### config.mk
export PLATFORM = sky130hd
export DESIGN_NAME = tip_core
export DESIGN_NICKNAME = d
export VERILOG_FILES = /design/src/rtl/tip_pkg.sv /design/src/rtl/tip_ir.sv /design/src/rtl/tip_decode.sv /design/src/rtl/tip_dr.sv /design/src/rtl/tip_core.sv
export SDC_FILE = /design/constraint.sdc
export NUM_CORES = 1
export LEC_CHECK = 0
export ABC_AREA = 1
export BUFFER_PORTS_ARGS = -buffer_cell sky130_fd_sc_hd__buf_2
export CAP_MARGIN = 10
export CELL_PAD_IN_SITES_DETAIL_PLACEMENT = 1
export CELL_PAD_IN_SITES_GLOBAL_PLACEMENT = 1
export CORE_UTILIZATION = 42
export CTS_CLUSTER_SIZE = 25
export DETAILED_ROUTE_END_ITERATION = 16
export GPL_ROUTABILITY_DRIVEN = 0
export GPL_TIMING_DRIVEN = 0
export PLACE_DENSITY = 0.85
export SLEW_MARGIN = 20
export SYNTH_ARGS = -nofsm -noshare
export SYNTH_HDL_FRONTEND = slang
export SYNTH_SLANG_ARGS = --single-unit
### constraint.sdc
create_clock -name tck -period 3.1 [get_ports tck]
set_input_delay 0.465 -clock tck [delete_from_list [all_inputs] [get_ports tck]]
set_output_delay 0.465 -clock tck [all_outputs]
set_load 0.005 [all_outputs]
### src/rtl/tip_pkg.sv
package tip_pkg;
  // opcode values, cast to the instruction width where used
  localparam int OPC_EXTEST   = 0;
  localparam int OPC_SAMPLE   = 1;
  localparam int OPC_IDCODE   = 2;
  localparam int OPC_USERCODE = 3;
  localparam int OPC_CLAMP    = 4;
  localparam int OPC_HIGHZ    = 5;
  localparam int OPC_INTEST   = 6;

  typedef enum logic [1:0] {
    PATH_BYP = 2'd0,
    PATH_ID  = 2'd1,
    PATH_BSR = 2'd2
  } tip_path_t;

  typedef struct packed {
    tip_path_t path;
    logic      id_user;
    logic      pin_from_bsr;
    logic      core_from_bsr;
    logic      pins_hiz;
  } tip_mode_t;
endpackage

### src/rtl/tip_ir.sv
module tip_ir #(
  parameter int              IR_W     = 4,
  parameter logic [IR_W-1:0] RESET_OP = '0
) (
  input  logic            clk,
  input  logic            rst_n,
  input  logic            st_reset,
  input  logic            cap,
  input  logic            shift,
  input  logic            upd,
  input  logic            tdi,
  output logic            sr_lsb,
  output logic [IR_W-1:0] ir_q
);
  localparam logic [IR_W-1:0] CAP_PAT = IR_W'(2'b01);

  logic [IR_W-1:0] sr_q, sr_nxt, ir_nxt;
  logic            sr_en, ir_en;

  always_comb begin
    sr_en  = cap | shift;
    sr_nxt = sr_q;
    if (cap)        sr_nxt = CAP_PAT;
    else if (shift) sr_nxt = {tdi, sr_q[IR_W-1:1]};
  end

  always_comb begin
    ir_en  = st_reset | upd;
    ir_nxt = ir_q;
    if (st_reset) ir_nxt = RESET_OP;
    else if (upd) ir_nxt = sr_q;
  end

  always_ff @(posedge clk or negedge rst_n) begin
    if (!rst_n)     sr_q <= '0;
    else if (sr_en) sr_q <= sr_nxt;
  end

  always_ff @(posedge clk or negedge rst_n) begin
    if (!rst_n)     ir_q <= RESET_OP;
    else if (ir_en) ir_q <= ir_nxt;
  end

  assign sr_lsb = sr_q[0];
endmodule

### src/rtl/tip_decode.sv
module tip_decode
  import tip_pkg::*;
#(
  parameter int IR_W   = 4,
  parameter bit HAS_ID = 1'b1
) (
  input  logic [IR_W-1:0] ir,
  output tip_mode_t       mode
);
  localparam tip_path_t ID_PATH = HAS_ID ? PATH_ID : PATH_BYP;

  always_comb begin
    mode = '{path: PATH_BYP, id_user: 1'b0, pin_from_bsr: 1'b0,
             core_from_bsr: 1'b0, pins_hiz: 1'b0};
    case (ir)
      IR_W'(OPC_EXTEST): begin
        mode.path         = PATH_BSR;
        mode.pin_from_bsr = 1'b1;
      end
      IR_W'(OPC_SAMPLE):   mode.path = PATH_BSR;
      IR_W'(OPC_IDCODE):   mode.path = ID_PATH;
      IR_W'(OPC_USERCODE): begin
        mode.path    = ID_PATH;
        mode.id_user = HAS_ID;
      end
      IR_W'(OPC_CLAMP):    mode.pin_from_bsr = 1'b1;
      IR_W'(OPC_HIGHZ):    mode.pins_hiz = 1'b1;
      IR_W'(OPC_INTEST): begin
        mode.path          = PATH_BSR;
        mode.pin_from_bsr  = 1'b1;
        mode.core_from_bsr = 1'b1;
      end
      default: ; // all ones and unused codes: bypass
    endcase
  end
endmodule

### src/rtl/tip_dr.sv
module tip_dr
  import tip_pkg::*;
#(
  parameter int               ID_W    = 32,
  parameter bit               HAS_ID  = 1'b1,
  parameter logic [ID_W-1:0]  ID_WORD = '1
) (
  input  logic            clk,
  input  logic            rst_n,
  input  logic            cap,
  input  logic            shift,
  input  logic            tdi,
  input  tip_path_t       path,
  input  logic            id_user,
  input  logic [ID_W-1:0] user_code,
  output logic            byp_lsb,
  output logic            id_lsb
);
  logic byp_q, byp_nxt, byp_en, byp_sel;

  assign byp_sel = (path == PATH_BYP);

  always_comb begin
    byp_en  = byp_sel & (cap | shift);
    byp_nxt = cap ? 1'b0 : tdi;
  end

  always_ff @(posedge clk or negedge rst_n) begin
    if (!rst_n)      byp_q <= 1'b0;
    else if (byp_en) byp_q <= byp_nxt;
  end

  assign byp_lsb = byp_q;

  generate
    if (HAS_ID) begin : g_id
      logic [ID_W-1:0] id_q, id_nxt;
      logic            id_en, id_sel;

      assign id_sel = (path == PATH_ID);

      always_comb begin
        id_en  = id_sel & (cap | shift);
        id_nxt = id_q;
        if (cap)        id_nxt = id_user ? user_code : ID_WORD;
        else if (shift) id_nxt = {tdi, id_q[ID_W-1:1]};
      end

      always_ff @(posedge clk or negedge rst_n) begin
        if (!rst_n)     id_q <= ID_WORD;
        else if (id_en) id_q <= id_nxt;
      end

      assign id_lsb = id_q[0];
    end else begin : g_no_id
      assign id_lsb = 1'b0;
    end
  endgenerate
endmodule

### src/rtl/tip_core.sv
module tip_core
  import tip_pkg::*;
#(
  parameter int          IR_W    = 4,
  parameter bit          HAS_ID  = 1'b1,
  parameter logic [3:0]  ID_VER  = 4'h3,
  parameter logic [15:0] ID_PART = 16'hA51C,
  parameter logic [10:0] ID_MFR  = 11'h2B5
) (
  input  logic        tck,
  input  logic        trst_n,
  input  logic        st_reset,
  input  logic        st_cap_ir,
  input  logic        st_shift_ir,
  input  logic        st_upd_ir,
  input  logic        st_cap_dr,
  input  logic        st_shift_dr,
  input  logic        tdi,
  input  logic        bsr_so,
  input  logic [31:0] user_code,
  output logic        tdo,
  output logic        tdo_en,
  output logic        sel_bsr,
  output logic        pin_from_bsr,
  output logic        core_from_bsr,
  output logic        pins_hiz
);
  localparam int              ID_W     = 32;
  localparam logic [ID_W-1:0] ID_WORD  = {ID_VER, ID_PART, ID_MFR, 1'b1};
  localparam logic [IR_W-1:0] RESET_OP = HAS_ID ? IR_W'(OPC_IDCODE) : '1;

  // reset: asserted at once, released on a rising tck edge
  logic [1:0] rst_sync_q;
  logic       rst_n;

  always_ff @(posedge tck or negedge trst_n) begin
    if (!trst_n) rst_sync_q <= 2'b00;
    else         rst_sync_q <= {rst_sync_q[0], 1'b1};
  end
  assign rst_n = rst_sync_q[1];

  logic [IR_W-1:0] ir_q;
  logic            ir_lsb, byp_lsb, id_lsb;
  tip_mode_t       mode;

  tip_ir #(.IR_W(IR_W), .RESET_OP(RESET_OP)) u_ir (
    .clk      (tck),
    .rst_n    (rst_n),
    .st_reset (st_reset),
    .cap      (st_cap_ir),
    .shift    (st_shift_ir),
    .upd      (st_upd_ir),
    .tdi      (tdi),
    .sr_lsb   (ir_lsb),
    .ir_q     (ir_q)
  );

  tip_decode #(.IR_W(IR_W), .HAS_ID(HAS_ID)) u_dec (
    .ir   (ir_q),
    .mode (mode)
  );

  tip_dr #(.ID_W(ID_W), .HAS_ID(HAS_ID), .ID_WORD(ID_WORD)) u_dr (
    .clk       (tck),
    .rst_n     (rst_n),
    .cap       (st_cap_dr),
    .shift     (st_shift_dr),
    .tdi       (tdi),
    .path      (mode.path),
    .id_user   (mode.id_user),
    .user_code (user_code),
    .byp_lsb   (byp_lsb),
    .id_lsb    (id_lsb)
  );

  // serial output selection
  logic dr_bit, tdo_d, en_d;

  always_comb begin
    case (mode.path)
      PATH_ID:  dr_bit = id_lsb;
      PATH_BSR: dr_bit = bsr_so;
      default:  dr_bit = byp_lsb;
    endcase
    en_d = st_shift_ir | st_shift_dr;
    if (st_shift_ir)      tdo_d = ir_lsb;
    else if (st_shift_dr) tdo_d = dr_bit;
    else                  tdo_d = 1'b0;
  end

  // output stage on the falling edge
  logic tdo_q, tdo_en_q;

  always_ff @(negedge tck or negedge rst_n) begin
    if (!rst_n) begin
      tdo_q    <= 1'b0;
      tdo_en_q <= 1'b0;
    end else begin
      tdo_q    <= tdo_d;
      tdo_en_q <= en_d;
    end
  end

  assign tdo           = tdo_q;
  assign tdo_en        = tdo_en_q;
  assign sel_bsr       = (mode.path == PATH_BSR);
  assign pin_from_bsr  = mode.pin_from_bsr;
  assign core_from_bsr = mode.core_from_bsr;
  assign pins_hiz      = mode.pins_hiz;
endmodule

==> results of run 1 <==
-- flip-flops by register name, summed over array words and instances (netlist names) --
name / flops
u_ir.ir_q: 4
u_ir.sr_q: 4
tdo: 1
u_dr.g_id.id_q: 32
u_dr.byp_lsb: 1
tdo_en: 1
rst_sync_q: 2
-- synthesized netlist by cell type (all sizes together) --
cell type / number / area share, %
buf: 16 / 4.5
inv: 47 / 7.0
or2: 2 / 0.50
nor3: 1 / 0.20
dfrtn: 2 / 2.0
nand3: 19 / 3.8
ha: 3 / 1.5
o21ai: 11 / 2.3
conb: 1 / 0.15
a21oi: 23 / 4.6
dfrtp: 26 / 26
nor2: 107 / 17
nand2: 87 / 13
dfstp: 17 / 18
a211oi: 1 / 0.30
-- power by group through the flow --
| stage | logic [W] | registers (W) | clock network [W] |
|---|---|---|---|
| 3_5_place_dp | 0.000435 | 0.000878 | 0 |
| 5_1_grt | 0.000542 | 0.000890 | 0.000443 |
| 2_1_floorplan | 0.000312 | 0.000852 | 0 |
| 6_report | 0.000475 | 0.000876 | 0.000414 |
| 3_3_place_gp | 0.000402 | 0.000875 | 0 |
| 4_1_cts | 0.000463 | 0.000869 | 0.000421 |
-- per-layer routing --
metal,track usage (%),vias to the layer above
li1,-,1209
met1,32.0,1176
met2,45.5,67
met3,3.54,27
met4,12.4,0
met5,0,-
-- worst max-delay path by stage --
| stage | start | to | slack, ns | cells past startpoint |
|---|---|---|---|---|
| 6_report | u_ir.ir_q[1]$_DFFE_PN1P_ | tdo$_DFF_NN0_ | -0.03 | 8 |
| 5_1_grt | u_ir.ir_q[1]$_DFFE_PN1P_ | tdo$_DFF_NN0_ | -0.12 | 8 |
| 4_1_cts | u_ir.ir_q[1]$_DFFE_PN1P_ | tdo$_DFF_NN0_ | -0.01 | 9 |
| 3_5_place_dp | u_ir.ir_q[2]$_DFFE_PN0P_ | tdo$_DFF_NN0_ | -0.20 | 9 |
| 3_3_place_gp | rst_sync_q[1]$_DFF_PN0_ | tdo$_DFF_NN0_ | -0.26 | 0 |
| 2_1_floorplan | u_ir.ir_q[2]$_DFFE_PN0P_ | tdo$_DFF_NN0_ | 0.005 | 9 |
-- cells by family after synthesis --
kind of cell | synth area share [%]
other | 0.149
adder cells (fa/ha/maj) | 1.49
AND/OR/NAND/NOR | 34.2
AO/OA/AOI/OAI | 7.19
buffers and inverters | 11.5
flip-flops | 45.5
-- final cells by class --
type	count	area [um^2]	share of cell area, %
clock buffer	7	96.3	3.13
multi-input combinational	255	1140	37.0
tap	72	90.1	2.93
buffer	16	113	3.66
timing repair buffer	54	305	9.92
inverter	47	179	5.81
sequential	45	1150	37.4
clock inverter	1	5.00	0.163
-- timing repair --
| item | 4_1_cts | 5_1_grt |
|---|---|---|
| resized for setup | 11 | 5 |
| hold buffers | 1 | 0 |
| endpoints found under the hold margin | 2 | 0 |
| setup endpoints to repair | 1 | 1 |
| pin swaps | 6 | 4 |
| setup buffers | 5 | 1 |
-- critical path, delay by kind of cell, from the launching register on --
kind            cells  cell delay, ns
flops               1            0.62
compound gates      3            0.33
fa+ha+maj           1            0.22
buf+inv             2            0.13
simple gates        2            0.13
-- stage by stage --
stage	hold slack, ns	instances	setup TNS, ns
2_1_floorplan	0.169	363	0
3_3_place_gp	0.250	481	-0.640
3_5_place_dp	0.195	482	-0.201
4_1_cts	0.197	496	-0.0121
5_1_grt	0.221	497	-0.117
6_report	0.196	497	-0.0349
==> flow_metrics.env, run 1 <==
export IMPL_outcome="complete, but fails checks"
export IMPL_violations="setup timing"
export IMPL_syn_cell_area_um2=2520
export IMPL_worstPathArrival_ns=1.74
export IMPL_leakagePower_nw=1.67
export IMPL_yosysSeqAreaShare_pct=45.5
export IMPL_synth_distinct_cells=20
export IMPL_syn_area_per_cell_um2=6.95
export IMPL_cts_inserted_buffers=5
export IMPL_ys_ff_latch=45
export IMPL_fp_dieH_um=79.5
export IMPL_maxCapViolCount=0
export IMPL_start_util_pct=44.7
export IMPL_hold_violations=0
export IMPL_p_clk_share_pct=23.5
export IMPL_r2r_end="tdo$_DFF_NN0_"
export IMPL_path_max_fanout=4
export IMPL_ir_drop_uv=245
export IMPL_power_frac_comb_pct=26.9
export IMPL_grt_overflow=0
export IMPL_dieWidth_um=79.5
export IMPL_final_cell_area_um2=3080
export IMPL_setup_viol=1
export IMPL_place_area_um2=2870
export IMPL_cpPeakStageDelay_ns=0.62
export IMPL_report_final_slew_viol_count=0
export IMPL_antenna_cells=0
export IMPL_p_sw_w=0.000597
export IMPL_seqPwrFrac_pct=49.6
export IMPL_total_power_w=0.00176
export IMPL_wirelength_um=7690
export IMPL_fillCellCount=751
export IMPL_clock_latency_ns=0.30
export IMPL_cts_tree="built"
export IMPL_synthCells=363
export IMPL_grt_pass1_vias=2569
export IMPL_dr_total_vias=2479
export IMPL_dr_wl_met2_um=3800
export IMPL_die_area_um2=6320
export IMPL_cp_required_ns=1.71
export IMPL_path_class="flop to flop"
export IMPL_port_buffers=46
export IMPL_grt_setup_unrepaired="true"
export IMPL_drt_iter0_markers=110
export IMPL_wl_met3_um=278
export IMPL_internal_power_w=0.00117
export IMPL_rr_startpoint="u_ir.ir_q[1]$_DFFE_PN1P_"
export IMPL_coreArea_um2=5640
export IMPL_critPathCaptureType="flop"
export IMPL_root_buffer="clkbuf_8"
export IMPL_grt_pass1_wl_um=12500
export IMPL_first_pass_iters=4
export IMPL_drc_errors=0
export IMPL_rows=27
export IMPL_synthToLayoutAreaGrowth_pct=22.0
export IMPL_rr_worst_depth=8
export IMPL_highest_layer="met4"
export IMPL_avgViaCountPerCell=4.99
export IMPL_crit_top_cell="nand2_1"
export IMPL_powerDensity_nw_per_um2=573
export IMPL_ant_nets=0
export IMPL_utilization_pct=54.6
export IMPL_path_cells="inv_4 > a21oi_4 > inv_2 > ha_4 > a21oi_2 > nand2_1 > nand2_1 > o21ai_2"
export IMPL_place_ws_ns=-0.201
export IMPL_nNetsFinal=469
export IMPL_holdCritPathClass="flop to asynchronous set/reset pin"
export IMPL_cts_max_level=2
export IMPL_antenna_found_initial=0
export IMPL_ys_warn_count=0
export IMPL_setup_ws_ns=-0.0349
export IMPL_clkTransAtPathRegs_ns=0.09
export IMPL_skew_ns=0.00569
export IMPL_cpMaxStageDelayCell="dfstp_2"
export IMPL_wl_per_cell_um=15.5
export IMPL_m1WireLength_um=3320
export IMPL_drive_above_1_share_pct=27.3
export IMPL_cp_start_kind="flop"
export IMPL_grt_max_degree=30
export IMPL_synth_net_count=408
export IMPL_grtUsageTotal_pct=26.2
export IMPL_sw_frac_of_total_pct=33.8
export IMPL_cts_max_path_buffers=2
export IMPL_cts_sinks=45
export IMPL_final_common_cell="nor2_1"
export IMPL_hpwl_um=5010
export IMPL_io_pins=48
export IMPL_r2r_slack_ns=-0.03
export IMPL_mostFrequentLayoutCells="nor2_1 (102), nand2_1 (85), buf_2 (55), inv_1 (42), dfrtp_1 (24)"
No activity file was read; power rests on OpenSTA's default activity.
==> inputs of run 2 (changes only) <==
PLACE_DENSITY = 0.86   (was 0.85)
SYNTH_HIERARCHICAL = 1   (was not set)
==> run 2 against run 1 <==
Effect of this change: the flow still finishes with violations (setup timing); via count grew 2.7%; synthesized cell count shrank 1.1%; setup slack gained 0.013 ns; final cell count grew 1.4%; sequential share of layout area shrank 0.70 points; clock skew grew 0.0022 ns; highest routed layer unchanged.
==> flow_metrics.env, run 2 <==
export IMPL_synth_distinct_cells=22
export IMPL_ant_nets=0
export IMPL_cts_max_path_buffers=2
export IMPL_drc_errors=0
export IMPL_synth_net_count=403
export IMPL_clkTransAtPathRegs_ns=0.08
export IMPL_placedCellCount=478
export IMPL_clock_latency_ns=0.30
export IMPL_async_flop_share_pct=100
export IMPL_synth_edf_count=0
export IMPL_synth_ff_type="dfrtp_1"
export IMPL_port_buffers=46
export IMPL_start_util_pct=44.3
export IMPL_crit_family="flip-flops"
export IMPL_grtUsageTotal_pct=27.5
export IMPL_report_final_slew_viol_count=0
export IMPL_path_cells="inv_4 > nand3_1 > nand2_4 > ha_4 > inv_2 > nor2_1 > nor2_1 > nand2_2 > nand2_1"
export IMPL_io_pins=48
export IMPL_final_common_cell="nand2_1"
export IMPL_relSlewSlack_pct=53.6
export IMPL_syn_area_per_cell_um2=6.88
export IMPL_violations="setup timing"
export IMPL_grt_pass1_wl_um=12700
export IMPL_cp_start_kind="flop"
export IMPL_finalNonFillerCells=504
export IMPL_synthCells=359
export IMPL_cpMaxStageDelayCell="dfstp_2"
export IMPL_rows=27
export IMPL_powerDensity_nw_per_um2=520
export IMPL_ys_ff_latch=45
export IMPL_cts_tree="built"
export IMPL_synth_most_common_cell="nand2_1"
export IMPL_fp_dieH_um=78.7
export IMPL_setup_viol=1
export IMPL_worst_pin_slew_ns=0.690
export IMPL_cpPeakStageDelay_ns=0.56
export IMPL_whs_ns=0.175
export IMPL_skew_ns=0.00785
export IMPL_grt_setup_unrepaired="true"
export IMPL_synth_common_cells="nand2_1 (221), inv_1 (30), dfrtp_1 (26), nand3_1 (24), dfstp_2 (17)"
export IMPL_wl_per_cell_um=16.1
export IMPL_holdCritPathClass="flop to asynchronous set/reset pin"
export IMPL_setup_ws_ns=-0.0215
export IMPL_path_max_fanout=5
export IMPL_yosysTopAreaCell="nand2_1"
export IMPL_coreArea_um2=5570
export IMPL_drt_iter0_markers=177
export IMPL_maxCapViolCount=0
export IMPL_die_area_um2=6190
export IMPL_wirelength_um=8100
export IMPL_worstPathArrival_ns=1.73
export IMPL_ir_drop_uv=400
export IMPL_mostFrequentLayoutCells="nand2_1 (216), buf_2 (52), inv_1 (25), dfrtp_1 (25)"
export IMPL_synthToLayoutAreaGrowth_pct=26.9
export IMPL_reg_largest_list="u_dr/g_id.id_q (32), u_ir/ir_q (4), u_ir/sr_q (4)"
export IMPL_grt_overflow=0
export IMPL_hpwl_um=4760
export IMPL_outcome="complete, but fails checks"
export IMPL_critPathCaptureType="flop"
export IMPL_root_buffer="clkbuf_8"
export IMPL_drive_above_1_share_pct=29.6
export IMPL_path_class="flop to flop"
export IMPL_top_register="u_dr/g_id.id_q"
export IMPL_synth_top_cell_area_share_pct=33.6
export IMPL_dieWidth_um=78.7
export IMPL_cts_inserted_buffers=5
export IMPL_yosysSeqAreaShare_pct=46.5
export IMPL_hold_violations=0
export IMPL_leakagePower_nw=1.83
export IMPL_cp_required_ns=1.71
export IMPL_nNetsFinal=475
export IMPL_largest_register_ff_count=32
export IMPL_grt_max_degree=30
export IMPL_crit_top_cell="nor2_1"
export IMPL_ys_warn_count=6
export IMPL_dr_total_vias=2545
export IMPL_ys_top_cells_by_area="nand2_1 (34%), dfrtp_1 (26%), dfstp_2 (18%)"
export IMPL_syn_cell_area_um2=2470
export IMPL_path_buf_inv=2
export IMPL_first_pass_iters=5
export IMPL_antenna_found_initial=0
export IMPL_cts_sinks=45
export IMPL_avgViaCountPerCell=5.05
export IMPL_cts_max_level=2
export IMPL_antenna_cells=0
export IMPL_grt_pass1_vias=2596
[run 2: cell count changes after synthesis, sizes merged]
cell | before | now
nand2 | 87 | 222
nor2 | 107 | 10
a21oi | 23 | 2
inv | 47 | 31
o21ai | 11 | 1
nand3 | 19 | 25
a211oi | 1 | 0
ha | 3 | 2
nor3 | 1 | 2
o21bai | 0 | 1
or2 | 2 | 1
[run 2: final timing paths]
| check | start | end | slack (ns) | depth (start not counted) |
|---|---|---|---|---|
| setup / recovery | u_ir/ir_q[1]$_DFFE_PN1P_ | tdo$_DFF_NN0_ | -0.02 | 9 |
| hold / removal | rst_sync_q[1]$_DFF_PN0_ | u_ir/sr_q[0]$_DFFE_PN0P_ | 0.18 | 0 |
| setup reg to reg | u_ir/ir_q[1]$_DFFE_PN1P_ | tdo$_DFF_NN0_ | -0.02 | 9 |
| hold reg to reg | rst_sync_q[1]$_DFF_PN0_ | u_ir/sr_q[0]$_DFFE_PN0P_ | 0.18 | 0 |
| max in group asynchronous | rst_sync_q[1]$_DFF_PN0_ | tdo_en$_DFF_NN0_ | 1.19 | 0 |
| min in group tck | rst_sync_q[0]$_DFF_PN0_ | rst_sync_q[1]$_DFF_PN0_ | 0.37 | 0 |
[run 2: power breakdown]
| group | internal, W | switching (W) | leakage (nW) |
|---|---|---|---|
| combinational | 0.000143 | 0.000219 | 1.22 |
| sequential | 0.000726 | 0.0000713 | 0.543 |
| clock | 0.000263 | 0.000206 | 0.0585 |
| total | 0.00113 | 0.000496 | 1.83 |
[run 2: cells by family (layout without fill, tap and decap cells)]
logic type,Yosys count,count (layout),synth area share (%)
other,1,1,0.152
adder cells (fa/ha/maj),2,2,1.01
buffers and inverters,47,120,9.53
flip-flops,45,45,46.5
AO/OA/AOI/OAI,4,4,0.912
AND/OR/NAND/NOR,260,260,41.9
[run 2: per-layer routing]
layer  up-vias  GRT usage, %  wire length, um
li1       1207             -                -
met1      1246          34.1             3430
met2        73          46.9             4120
met3        19          4.42              323
met4         0          12.0              229
met5         -             0                0
[run 2: final cells by class]
class,instances,area [um^2]
clock buffer,7,86.3
multi-input combinational,267,1150
inverter,31,121
sequential,45,1150
timing repair buffer,65,392
buffer,16,116
tap,72,90.1
fill,761,2440
clock inverter,1,30.0
[run 2: stage by stage]
stage	TNS (ns)	area [um^2]	worst slack (ns)	utilization [%]	power, W
floorplan	0	2470	0.0511	-	0.000996
global placement	-0.523	2790	-0.215	50.1	0.00109
detailed placement	-0.129	2810	-0.129	50.5	0.00111
CTS	0	3090	0.00983	55.4	0.00160
global route	-0.0575	3130	-0.0575	56.2	0.00172
finish	-0.0215	3130	-0.0215	56.2	0.00163
[run 2: repair_timing]
action | 4_1_cts | 5_1_grt
pin swaps | 6 | 5
cloned | 0 | 0
buffers inserted | 16 | 3
hold buffers | 1 | 0
setup endpoints to repair | 1 | 2
resized for setup | 9 | 11
endpoints found under the hold margin | 2 | 0
